### src/rtl/bclk_pkg.sv
// Shared constants for the bit-clock generator.
package bclk_pkg;
    localparam int          PRESC_W      = 8;
    localparam int          RATE_W       = 8;
    localparam int          ADDR_W       = 12;
    localparam int          DATA_W       = 32;
    localparam logic [11:0] PRESC_OFFSET = 12'h010;
endpackage

### src/rtl/bclk_prescale_reg.sv
// Prescale register: stores even divisors only and decodes one offset.
// Assumes: the read data is combinational on addr; reserved bits read as zero.
module bclk_prescale_reg #(
    parameter int              ADDR_W = 12,
    parameter int              DATA_W = 32,
    parameter int              PW     = 8,
    parameter logic [ADDR_W-1:0] OFFSET = 12'h010
) (
    input  logic              clk,
    input  logic              rst_n,
    input  logic              wr_en,
    input  logic [ADDR_W-1:0] addr,
    input  logic [DATA_W-1:0] wdata,
    output logic [DATA_W-1:0] rdata,
    output logic [PW-1:0]     presc_q
);
    logic hit;
    assign hit = (addr == OFFSET);

    // Store the written divisor with bit 0 cleared.
    always_ff @(posedge clk) begin
        if (!rst_n)
            presc_q <= '0;
        else if (wr_en && hit)
            presc_q <= {wdata[PW-1:1], 1'b0};
    end

    // Return the stored value at the decoded offset and zero elsewhere.
    always_comb begin
        rdata = '0;
        if (hit)
            rdata[PW-1:0] = presc_q;
    end

    assert_write_lsb_clear_R2: assert property (@(posedge clk) disable iff (!rst_n)
        (wr_en && hit) |=> (presc_q == {$past(wdata[PW-1:1]), 1'b0}));

    assert_other_offset_ignored_R3: assert property (@(posedge clk) disable iff (!rst_n)
        (wr_en && !hit) |=> $stable(presc_q));
endmodule

### src/rtl/bclk_div_stage.sv
// Generic divider stage: counts advance pulses and emits a tick every limit+1 of them.
// Assumes: limit is held steady while the stage is counting (clr drops it to zero otherwise).
module bclk_div_stage #(
    parameter int W = 8
) (
    input  logic         clk,
    input  logic         rst_n,
    input  logic         clr,
    input  logic         adv,
    input  logic [W-1:0] limit,
    output logic         tick
);
    logic [W-1:0] cnt;

    assign tick = adv && (cnt == limit);

    // Count advance pulses and wrap to zero on the terminal count.
    always_ff @(posedge clk) begin
        if (!rst_n || clr)
            cnt <= '0;
        else if (adv)
            cnt <= tick ? '0 : cnt + 1'b1;
    end

    assert_cnt_within_limit_R5: assert property (@(posedge clk) disable iff (!rst_n)
        (adv && !clr) |-> (cnt <= limit));
endmodule

### src/rtl/bclk_out_ctrl.sv
// Output control: latches the divisors at period boundaries, drives the clock and the strobes.
// Assumes: toggle comes from the cascaded divider stages and is one cycle wide.
module bclk_out_ctrl #(
    parameter int PW = 8,
    parameter int SW = 8
) (
    input  logic          clk,
    input  logic          rst_n,
    input  logic          enable,
    input  logic [PW-1:0] presc_q,
    input  logic [SW-1:0] scr,
    input  logic          toggle,
    output logic          running,
    output logic [PW-2:0] p_limit,
    output logic [SW-1:0] s_limit,
    output logic          bclk,
    output logic          rise_stb,
    output logic          fall_stb
);
    logic [PW-2:0] act_p;
    logic [SW-1:0] act_s;

    assign p_limit = act_p - 1'b1;
    assign s_limit = act_s;

    // Load divisors when idle or at period end, toggle the clock, raise the strobes.
    always_ff @(posedge clk) begin
        if (!rst_n || !enable) begin
            running  <= 1'b0;
            act_p    <= '0;
            act_s    <= '0;
            bclk     <= 1'b0;
            rise_stb <= 1'b0;
            fall_stb <= 1'b0;
        end else begin
            rise_stb <= 1'b0;
            fall_stb <= 1'b0;
            if (!running) begin
                if (presc_q != '0) begin
                    running <= 1'b1;
                    act_p   <= presc_q[PW-1:1];
                    act_s   <= scr;
                end
            end else if (toggle) begin
                if (!bclk) begin
                    bclk     <= 1'b1;
                    rise_stb <= 1'b1;
                end else begin
                    bclk     <= 1'b0;
                    fall_stb <= 1'b1;
                    if (presc_q == '0) begin
                        running <= 1'b0;
                    end else begin
                        act_p <= presc_q[PW-1:1];
                        act_s <= scr;
                    end
                end
            end
        end
    end

    assert_no_midperiod_reload_R7: assert property (@(posedge clk) disable iff (!rst_n)
        (enable && running && !(toggle && bclk)) |=> ($stable(act_p) && $stable(act_s)));

    assert_disable_forces_low_R8: assert property (@(posedge clk) disable iff (!rst_n)
        !enable |=> (!bclk && !running));

    assert_zero_prescale_idle_R4: assert property (@(posedge clk) disable iff (!rst_n)
        (!running && presc_q == '0) |=> (!bclk && !rise_stb && !fall_stb));
endmodule

### src/rtl/bclk_gen.sv
// Top: prescale register, first stage (P/2 clocks), second stage (SCR+1 ticks), output control.
// Assumes: synchronous active-low reset; bclk toggles on every second-stage tick.
module bclk_gen
    import bclk_pkg::*;
#(
    parameter int                ADDR_W = bclk_pkg::ADDR_W,
    parameter int                DATA_W = bclk_pkg::DATA_W,
    parameter int                PW     = PRESC_W,
    parameter int                SW     = RATE_W,
    parameter logic [ADDR_W-1:0] OFFSET = PRESC_OFFSET
) (
    input  logic              clk,
    input  logic              rst_n,
    input  logic              wr_en,
    input  logic [ADDR_W-1:0] addr,
    input  logic [DATA_W-1:0] wdata,
    output logic [DATA_W-1:0] rdata,
    input  logic [SW-1:0]     scr,
    input  logic              enable,
    output logic              bclk,
    output logic              rise_stb,
    output logic              fall_stb
);
    logic [PW-1:0] presc_q;
    logic          running;
    logic [PW-2:0] p_limit;
    logic [SW-1:0] s_limit;
    logic          tick1;
    logic          tick2;
    logic          stage_clr;

    assign stage_clr = !enable || !running;

    bclk_prescale_reg #(.ADDR_W(ADDR_W), .DATA_W(DATA_W), .PW(PW), .OFFSET(OFFSET)) u_reg (
        .clk(clk), .rst_n(rst_n), .wr_en(wr_en), .addr(addr),
        .wdata(wdata), .rdata(rdata), .presc_q(presc_q)
    );

    bclk_div_stage #(.W(PW-1)) u_stage1 (
        .clk(clk), .rst_n(rst_n), .clr(stage_clr), .adv(running),
        .limit(p_limit), .tick(tick1)
    );

    bclk_div_stage #(.W(SW)) u_stage2 (
        .clk(clk), .rst_n(rst_n), .clr(stage_clr), .adv(tick1),
        .limit(s_limit), .tick(tick2)
    );

    bclk_out_ctrl #(.PW(PW), .SW(SW)) u_ctrl (
        .clk(clk), .rst_n(rst_n), .enable(enable), .presc_q(presc_q), .scr(scr),
        .toggle(tick2), .running(running), .p_limit(p_limit), .s_limit(s_limit),
        .bclk(bclk), .rise_stb(rise_stb), .fall_stb(fall_stb)
    );

    assert_strobes_exclusive_R6: assert property (@(posedge clk) disable iff (!rst_n)
        $onehot0({rise_stb, fall_stb}));

    assert_rise_has_strobe_R6: assert property (@(posedge clk) disable iff (!rst_n)
        $rose(bclk) |-> rise_stb);

    assert_fall_has_strobe_R6: assert property (@(posedge clk) disable iff (!rst_n)
        $fell(bclk) |-> fall_stb);
endmodule

### config.mk
export PLATFORM = sky130hd
export DESIGN_NAME = bclk_gen
export DESIGN_NICKNAME = d
export VERILOG_FILES = /design/src/rtl/bclk_pkg.sv /design/src/rtl/bclk_prescale_reg.sv /design/src/rtl/bclk_div_stage.sv /design/src/rtl/bclk_out_ctrl.sv /design/src/rtl/bclk_gen.sv
export SDC_FILE = /design/constraint.sdc
export NUM_CORES = 1
export LEC_CHECK = 0
export BUFFER_PORTS_ARGS = -buffer_cell sky130_fd_sc_hd__buf_2
export CAP_MARGIN = 0
export CELL_PAD_IN_SITES_DETAIL_PLACEMENT = 1
export CELL_PAD_IN_SITES_GLOBAL_PLACEMENT = 1
export CORE_MARGIN = 4
export CORE_UTILIZATION = 30
export DETAILED_ROUTE_END_ITERATION = 10
export PLACE_DENSITY = 0.75
export SYNTH_ARGS = -nofsm -noshare
export SYNTH_HDL_FRONTEND = slang
export SYNTH_SLANG_ARGS = --single-unit
### constraint.sdc
create_clock -name clk -period 3.3 [get_ports clk]
set_clock_uncertainty 0.1 [all_clocks]
set_input_delay 0.165 -clock clk [delete_from_list [all_inputs] [get_ports clk]]
set_output_delay 0.165 -clock clk [all_outputs]
set_load 0.005 [all_outputs]
==> metrics.cfg, run 1 <==
[logic_synthesis]
synthCells = 270
ys_seq_area_share_pct = 36.83
synth_edf_count = 0
syn_area_um2 = 2228
ys_async_sr_fraction_pct = 0
synth_ff_type = dfxtp_1
ys_ff_latch = 41
synth_cell_types = 42
synth.avg_cell_area_um2 = 8.253
ys_warn_count = 0

[cells_and_area]
fin_area_um2 = 2499
post-route-util_pct = 34.45
antennaDiodeCount = 0
layoutNonFillerInstCount = 406
nets = 366
area_growth_pct = 12.13
drive_gt1_share_pct = 17.26

[placed_design]
hpwl_um = 3967
placed_cell_area_um2 = 2417
post-place-ws_ns = 0.6247
gp_congestion = 0.7119
port_buffers = 40
placedCellCount = 399

[clock_network]
post_cts_buffers = 0
clock_path_buffers = 2
path_clk_slew_ns = 0.08
cts_tree = built
root_buffer = clkbuf_8
cts_hold_buf = 0
clkLatencyLatePin_ns = 0.30
clock_sinks = 41
ctsResizeCount = 0
cts_buffers = 5
cts_htree_levels = 2

[floorplan]
num_rows = 31
die_w_um = 94.19
core_area_um2 = 7253
die_area_um2 = 8871
start_util_pct = 30.72
io_pins = 91
die_y_um = 94.19

[setup_path]
cp_slowest_cell = dfxtp_1
path_class = reg2reg
path_max_fanout = 15
cp.required_ns = 3.36
cp_data_arrival_time_ns = 2.76
crit_path_start_kind = flop
cp_cell_sequence = inv_1 -> ha_1 -> nor4bb_1 -> o211ai_1 -> a311oi_2 -> buf_4 -> a41oi_2 -> o21ai_1 -> a21oi_1
slowest_delay_ns = 0.39
endpoint_kind = flop

[timing]
period_share_pct = 81.83
tns_ns = 0
whs_ns = 0.01222
slew_headroom_pct = 47.00
hold_viol_final = 0
fmax_mhz = 370.3
rsz0062_at_grt = no
worstMarginPinSlew_ns = 0.7945
setup_viol = 0
min_period_ns = 2.700
final_max_slew_viol_count = 0
layout_setup_ws_ns = 0.5997

[routing]
drtPass1Iterations = 4
viasPerCell = 4.628
wl_per_cell_um = 12.70
dr.first_iter.drc_count = 67
routed_wl_um = 5156
post-route-drc-count = 0
via_count = 1879
final_antenna_net_count = 0

[power_and_ir_drop]
p_leak_nw = 0.9184
power.total_mw = 0.8511
power_density_nw_per_um2 = 340.6
ir_worst_vdd_uv = 137.0

[outcome]
status = finished, final reports clean

[global_routing]
grt_start_max_net_pins = 19
grt_overflow_total = 0
grt_pass1_wl_um = 8769
grtUsageTotal_pct = 12.44
grt_pass1_vias = 1905
antenna_found_initial = 0

[flow_run]
maxCapViolCount = 0

[worst_hold_path]
hp-class = in2reg

## where the power goes
part	switching [mW]	internal [mW]
clock	0.177	0.147
combinational	0.0188	0.0148
sequential	0.0000356	0.494
total	0.195	0.656
## cells in the final DEF (no fill, tap or decap), types with 3 or more instances in the layout
master / Yosys / layout
nor3_1: 3 / 3
nand2_1: 25 / 25
conb_1: 1 / 25
buf_2: 3 / 40
o21ai_1: 17 / 17
and3_1: 4 / 4
a21boi_0: 4 / 4
clkbuf_8: 0 / 5
nand4_1: 8 / 8
a21oi_1: 19 / 19
ha_1: 3 / 3
nor2_1: 17 / 17
a21boi_1: 3 / 3
xor2_1: 9 / 9
and2_1: 9 / 9
nand3_1: 20 / 20
nor4_1: 4 / 4
dfxtp_1: 41 / 41
xnor2_1: 16 / 16
inv_1: 7 / 7
## layer usage
| layer | wire [um] | GRT usage, % |
|---|---|---|
| met4 | 96 | 5.054 |
| met1 | 2294 | 15.55 |
| met3 | 306 | 3.446 |
| met5 | 0 | 0 |
| met2 | 2458 | 20.09 |
## synth_stat cells (2+ instances only)
cell / n / area [um^2]
nor4_1: 4 / 25.02
inv_1: 7 / 26.28
buf_4: 26 / 195.2
or3_1: 2 / 12.51
xor2_1: 9 / 78.83
and3_1: 4 / 25.02
a21oi_1: 19 / 95.09
xnor2_1: 16 / 140.1
nand4_1: 8 / 50.05
a21o_1: 2 / 15.01
a21boi_0: 4 / 30.03
buf_2: 3 / 15.01
ha_1: 3 / 37.54
a21boi_1: 3 / 22.52
nand3b_1: 2 / 15.01
nor2_1: 17 / 63.81
nor3_1: 3 / 15.01
nand2_1: 25 / 93.84
o21ai_1: 17 / 85.08
and2_1: 9 / 56.30
dfxtp_1: 41 / 820.8
o21ai_0: 2 / 10.01
nand3_1: 20 / 100.1
clkbuf_1: 6 / 22.52
## final cells by class
cell class | count | area, um^2
Fill cell | 929 | 4755
Clock inverter | 1 | 8.758
Sequential cell | 41 | 820.8
Timing Repair Buffer | 41 | 207.7
Clock buffer | 6 | 72.57
Tap cell | 99 | 123.9
Multi-Input combinational cell | 211 | 1239
Inverter | 7 | 26.28
## worst paths after layout
check,slack [ns],cells after the start,endpoint,start
setup / recovery,0.60,9,u_ctrl.s_limit[7],u_ctrl.act_p[0]
hold / removal,0.01,3,u_reg.presc_q[6],wdata[6]
hold reg to reg,0.39,1,u_stage1.cnt[0],u_stage1.cnt[0]
setup reg to reg,0.60,9,u_ctrl.s_limit[7],u_ctrl.act_p[0]
## state kept, by name, indices dropped and copies added, names as in the netlist
signal / cells
u_ctrl.fall_stb: 1
u_ctrl.bclk: 1
u_ctrl.s_limit: 8
u_stage1.cnt: 7
u_ctrl.running: 1
u_ctrl.act_p: 7
u_reg.presc_q: 7
u_stage2.cnt: 8
u_ctrl.rise_stb: 1
## cell families after synthesis
group                      after synthesis  share of synthesized area [%]
and+or+nand+nor                        103                          23.81
AOI/OAI and AO/OA                       55                          16.06
buffers and inverters                   42                          11.62
DFF                                     41                          36.83
xor gates and xnor gates                25                          9.826
adders and majority gates                3                          1.685
other                                    1                         0.1683
## critical path, delay by kind of cell (launching register included)
family / cells / cell delay [ns]
and+or+nand+nor: 1 / 0.33
adders and majority gates: 1 / 0.27
buffers and inverters: 2 / 0.29
AOI/OAI and AO/OA: 5 / 1.19
DFF: 1 / 0.39
Note: power is estimated with default switching activity, not from simulation.
==> run 2: changes to the inputs <==
==> constraint.sdc (replaced) <==
create_clock -name clk -period 2.52 [get_ports clk]
set_clock_uncertainty 0.1 [all_clocks]
set_input_delay 0.126 -clock clk [delete_from_list [all_inputs] [get_ports clk]]
set_output_delay 0.126 -clock clk [all_outputs]
set_load 0.005 [all_outputs]
==> metrics.cfg, run 2 (synthesized netlist as in run 1, its figures left out) <==
[outcome]
status = finished, final reports clean

[global_routing]
grt_overflow_total = 0  ; unchanged
grt_start_max_net_pins = 19  ; unchanged
grt_pass1_wl_um = 9798  ; +12%
grt_pass1_vias = 2096  ; +10%
grtUsageTotal_pct = 13.59  ; +1.1 points
antenna_found_initial = 0  ; unchanged

[timing]
worstMarginPinSlew_ns = 0.6324  ; -0.1621 ns
final_max_slew_viol_count = 0  ; unchanged
slew_headroom_pct = 57.74  ; +11 points
period_share_pct = 94.03  ; +12 points
fmax_mhz = 422.0  ; +14%
hold_viol_final = 0  ; unchanged
min_period_ns = 2.370  ; -0.3307 ns
setup_viol = 0  ; unchanged
tns_ns = 0  ; unchanged

[power_and_ir_drop]
power_density_nw_per_um2 = 455.6  ; +34%
p_leak_nw = 1.041  ; +13%
ir_worst_vdd_uv = 210.6  ; +54%

[clock_network]
cts_htree_levels = 2  ; unchanged
cts_tree = built
clkLatencyLatePin_ns = 0.29  ; about the same
root_buffer = clkbuf_8
clock_sinks = 41  ; unchanged
clock_path_buffers = 2  ; unchanged
cts_buffers = 5  ; unchanged
path_clk_slew_ns = 0.08  ; about the same

[placed_design]
placedCellCount = 405  ; +1.5%
gp_congestion = 0.7497  ; +5.3%
placed_cell_area_um2 = 2462  ; +1.9%
hpwl_um = 4173  ; +5.2%
port_buffers = 40  ; unchanged

[setup_path]
path_class = reg2reg
cp.required_ns = 2.65  ; -0.71 ns
endpoint = u_stage2.cnt[5]
cp_data_arrival_time_ns = 2.50  ; -0.26 ns
endpoint_kind = flop
crit_path_start_kind = flop
r2r_end = u_stage2.cnt[5]
path_max_fanout = 8  ; -7
worstRegToRegCells = 6  ; -3
crit_start = u_ctrl.act_p[2]
r2r_start = u_ctrl.act_p[2]
rrSetupSlack_ns = 0.15  ; -0.45 ns

[cells_and_area]
area_growth_pct = 24.42
post-route-util_pct = 38.23  ; +3.8 points
fin_area_um2 = 2773  ; +11%
final_cell_mix = buf_2, dfxtp_1, nand2_1, conb_1, nand3_1
layoutNonFillerInstCount = 429  ; +5.7%
nets = 388  ; +6.0%
drive_gt1_share_pct = 19.70  ; +2.4 points
antennaDiodeCount = 0  ; unchanged

[routing]
wl_per_cell_um = 13.19  ; +3.9%
routed_wl_um = 5659  ; +9.8%
final_antenna_net_count = 0  ; unchanged
post-route-drc-count = 0  ; unchanged
dr.first_iter.drc_count = 52  ; -22%
viasPerCell = 4.648  ; +0.43%
via_count = 1994  ; +6.1%
drtPass1Iterations = 4  ; unchanged

[floorplan]
num_rows = 31  ; unchanged
io_pins = 91  ; unchanged
die_w_um = 94.19  ; unchanged
die_area_um2 = 8871  ; unchanged
core_area_um2 = 7253  ; unchanged
die_y_um = 94.19  ; unchanged
start_util_pct = 30.72  ; unchanged

[worst_hold_path]
hp-class = in2reg

[flow_run]
maxCapViolCount = 0  ; unchanged

[run 2: cell type report]
cell class                 instances  area [um^2]
fill                             894         4481
multi-input combinational        211         1276
sequential                        41        822.0
timing repair buffer              63        407.9
tap                               99        123.9
clock buffer                       7        86.33
clock inverter                     1        30.03
inverter                           7        26.28
[run 2: worst min-delay path by stage]
stage              from                end  slack, ns  cells after the start
2_1_floorplan  wdata[4]   u_reg.presc_q[4]       0.17                      2
3_3_place_gp     scr[0]  u_ctrl.s_limit[0]       0.28                      3
3_5_place_dp     scr[0]  u_ctrl.s_limit[0]       0.29                      3
4_1_cts        wdata[1]   u_reg.presc_q[1]       0.01                      3
5_1_grt        wdata[1]   u_reg.presc_q[1]       0.04                      3
6_report       wdata[1]   u_reg.presc_q[1]       0.02                      3
[run 2: worst max-delay path, stage by stage, from the launching register on]
cell,delay (ns)
dfxtp_1,0.31
or3_1,0.41
or4_4,0.44
a22oi_4,0.34
nand4_1,0.21
or3_1,0.36
a21oi_1,0.14
[run 2: stage by stage]
step | total power [mW] | setup WS, ns | hold WS (ns)
5_1_grt | 1.315 | -0.01304 | 0.04086
6_report | 1.263 | 0.1505 | 0.02090
2_1_floorplan | 0.7081 | 0.1869 | 0.1724
4_1_cts | 1.277 | 0.05478 | 0.009694
3_5_place_dp | 0.7065 | 0.06863 | 0.2874
3_3_place_gp | 0.7058 | 0.1564 | 0.2799
[run 2: what timing repair did]
| action | in CTS | in global routing |
|---|---|---|
| gates resized for setup | 0 | 6 |
| endpoints found under the hold margin | 14 | 0 |
| setup endpoints to repair | 0 | 28 |
| buffers inserted | 0 | 2 |
| hold buffers | 14 | 0 |
[run 2: metal layers]
metal | track usage, % | part of all wire, % | vias up
li1 | - | - | 1002
met1 | 16.21 | 44 | 934
met2 | 23.52 | 49 | 51
met3 | 3.125 | 5.4 | 7
met4 | 5.174 | 1.4 | 0
met5 | 0 | 0 | -
[run 2: report_power, final]
part | internal (mW) | total (mW) | switching, mW
clock | 0.323 | 0.554 | 0.231
sequential | 0.647 | 0.647 | 0.0000462
combinational | 0.0335 | 0.0618 | 0.0283
==> run 3: changes to the inputs <==
--- a/config.mk
+++ b/config.mk
@@ -6,13 +6,12 @@
 export NUM_CORES = 1
 export LEC_CHECK = 0
 export BUFFER_PORTS_ARGS = -buffer_cell sky130_fd_sc_hd__buf_2
-export CAP_MARGIN = 0
 export CELL_PAD_IN_SITES_DETAIL_PLACEMENT = 1
 export CELL_PAD_IN_SITES_GLOBAL_PLACEMENT = 1
 export CORE_MARGIN = 4
 export CORE_UTILIZATION = 30
 export DETAILED_ROUTE_END_ITERATION = 10
-export PLACE_DENSITY = 0.75
+export PLACE_DENSITY = 0.81
 export SYNTH_ARGS = -nofsm -noshare
 export SYNTH_HDL_FRONTEND = slang
 export SYNTH_SLANG_ARGS = --single-unit
==> metrics.cfg, run 3 (synthesized netlist as in run 1, its figures left out) <==
[outcome]
status = finished, final reports clean

[clock_network]
cts_tree = built
path_clk_slew_ns = 0.08  ; about the same
clkLatencyLatePin_ns = 0.30  ; about the same
clock_sinks = 41  ; unchanged
cts_htree_levels = 2  ; unchanged
cts_buffers = 5  ; unchanged
clock_path_buffers = 2  ; unchanged
post_cts_buffers = 0  ; unchanged
root_buffer = clkbuf_8

[routing]
dr.first_iter.drc_count = 73  ; +40%
final_antenna_net_count = 0  ; unchanged
via_count = 2038  ; +2.2%
wl_per_cell_um = 13.85  ; +5.0%
drtPass1Iterations = 4  ; unchanged
post-route-drc-count = 0  ; unchanged
routed_wl_um = 5926  ; +4.7%
viasPerCell = 4.762  ; +2.4%

[timing]
setup_viol = 0  ; unchanged
period_share_pct = 95.39  ; +1.4 points
whs_ns = 0.002690  ; -0.01821 ns
worstMarginPinSlew_ns = 0.6047  ; -0.02772 ns
slew_headroom_pct = 59.59  ; +1.9 points
layout_setup_ws_ns = 0.1162  ; -0.03426 ns
fmax_mhz = 416.0  ; -1.4%
hold_viol_final = 0  ; unchanged
tns_ns = 0  ; unchanged
rsz0062_at_grt = no
final_max_slew_viol_count = 0  ; unchanged
min_period_ns = 2.404  ; +0.03426 ns

[global_routing]
grt_use_met2_pct = 25.53  ; +2.0 points
met3_usage_pct = 3.045  ; -0.080 points
grt_pass1_vias = 2186  ; +4.3%
grt_overflow_total = 0  ; unchanged
grt_pass1_wl_um = 9942  ; +1.5%
antenna_found_initial = 0  ; unchanged
busiest_layer = met2
grt_start_max_net_pins = 19  ; unchanged
use_met1_pct = 15.87  ; -0.34 points
grtUsageTotal_pct = 14.06  ; +0.47 points

[setup_path]
path_max_fanout = 8  ; unchanged
path_class = reg2reg
crit_path_start_kind = flop
r2r_start = u_ctrl.act_p[2]
cp_data_arrival_time_ns = 2.53  ; +0.03 ns
cp.required_ns = 2.64  ; about the same
crit_start = u_ctrl.act_p[2]
endpoint_kind = flop

[floorplan]
num_rows = 31  ; unchanged
io_pins = 91  ; unchanged
core_area_um2 = 7253  ; unchanged
start_util_pct = 30.72  ; unchanged
die_y_um = 94.19  ; unchanged
die_w_um = 94.19  ; unchanged
die_area_um2 = 8871  ; unchanged

[cells_and_area]
drive_gt1_share_pct = 19.45  ; -0.24 points
area_growth_pct = 23.41
final_common_cell = dfxtp_1
post-route-util_pct = 37.92  ; -0.31 points
nFillCells = 899  ; +0.56%
regArea_um2 = 820.8  ; -0.15%
multi_input_area_um2 = 1262  ; -1.1%
final_cell_mix = dfxtp_1, buf_2, nand2_1, conb_1, nand3_1
nets = 387  ; -0.26%
antennaDiodeCount = 0  ; unchanged

[worst_hold_path]
hp-class = in2reg
min_from = wdata[4]

[power_and_ir_drop]
power_density_nw_per_um2 = 459.2  ; +0.79%
power.total_mw = 1.263  ; about the same
p_leak_nw = 1.038  ; -0.34%
ir_worst_vdd_uv = 217.8  ; +3.4%

[placed_design]
gp_congestion = 0.8072  ; +7.7%
post-place-ws_ns = 0.1265  ; +0.05788 ns
port_buffers = 40  ; unchanged
hpwl_um = 4291  ; +2.8%

[flow_run]
maxCapViolCount = 0  ; unchanged

[run 3: what timing repair did]
item | CTS | global route
gates resized for setup | 0 | 4
hold buffers | 14 | 0
setup endpoints to repair | 0 | 32
endpoints found under the hold margin | 14 | 0
[run 3: worst paths after layout]
| path | slack [ns] | to | cells past startpoint |
|---|---|---|---|
| max reg2reg | 0.12 | u_stage2.cnt[5] | 6 |
| min reg2reg | 0.39 | u_reg.presc_q[5] | 2 |
| max | 0.12 | u_stage2.cnt[5] | 6 |
| min | 0.003 | u_reg.presc_q[4] | 3 |
[run 3: critical path, stage by stage (launching register included)]
cell     delay, ns
dfxtp_1       0.32
or3_1         0.42
or4_4         0.46
a22oi_4       0.30
nand4_1       0.21
or3_1         0.36
a21oi_1       0.16
[run 3: final cells by class]
cell class              count  area share (%)
multi-input cells         211           45.91
clock inverters             1           1.092
repair buffers             62           14.56
inverters                   7          0.9554
clock buffers               7           3.139
flip-flops and latches     41           29.85
well taps                  99           4.504
[run 3: report_power, final]
part           total (mW)  leakage [nW]  internal, mW  switching, mW
registers           0.647         0.330         0.647      0.0000454
logic              0.0626         0.649        0.0336         0.0290
clock network       0.553        0.0585         0.323          0.230
[run 3: metrics by stage]
stage	instance area, um^2	std cells
6_report	2750	428
3_3_place_gp	2470	406
2_1_floorplan	2318	294
3_5_place_dp	2470	406
4_1_cts	2726	428
5_1_grt	2750	428
[run 3: per-layer routing]
metal	part of all wire, %	wire, um	up-vias
met4	1.9	111	0
met5	0	0	-
met3	4.5	267	10
met1	44	2604	968
li1	-	-	997
met2	50	2942	63
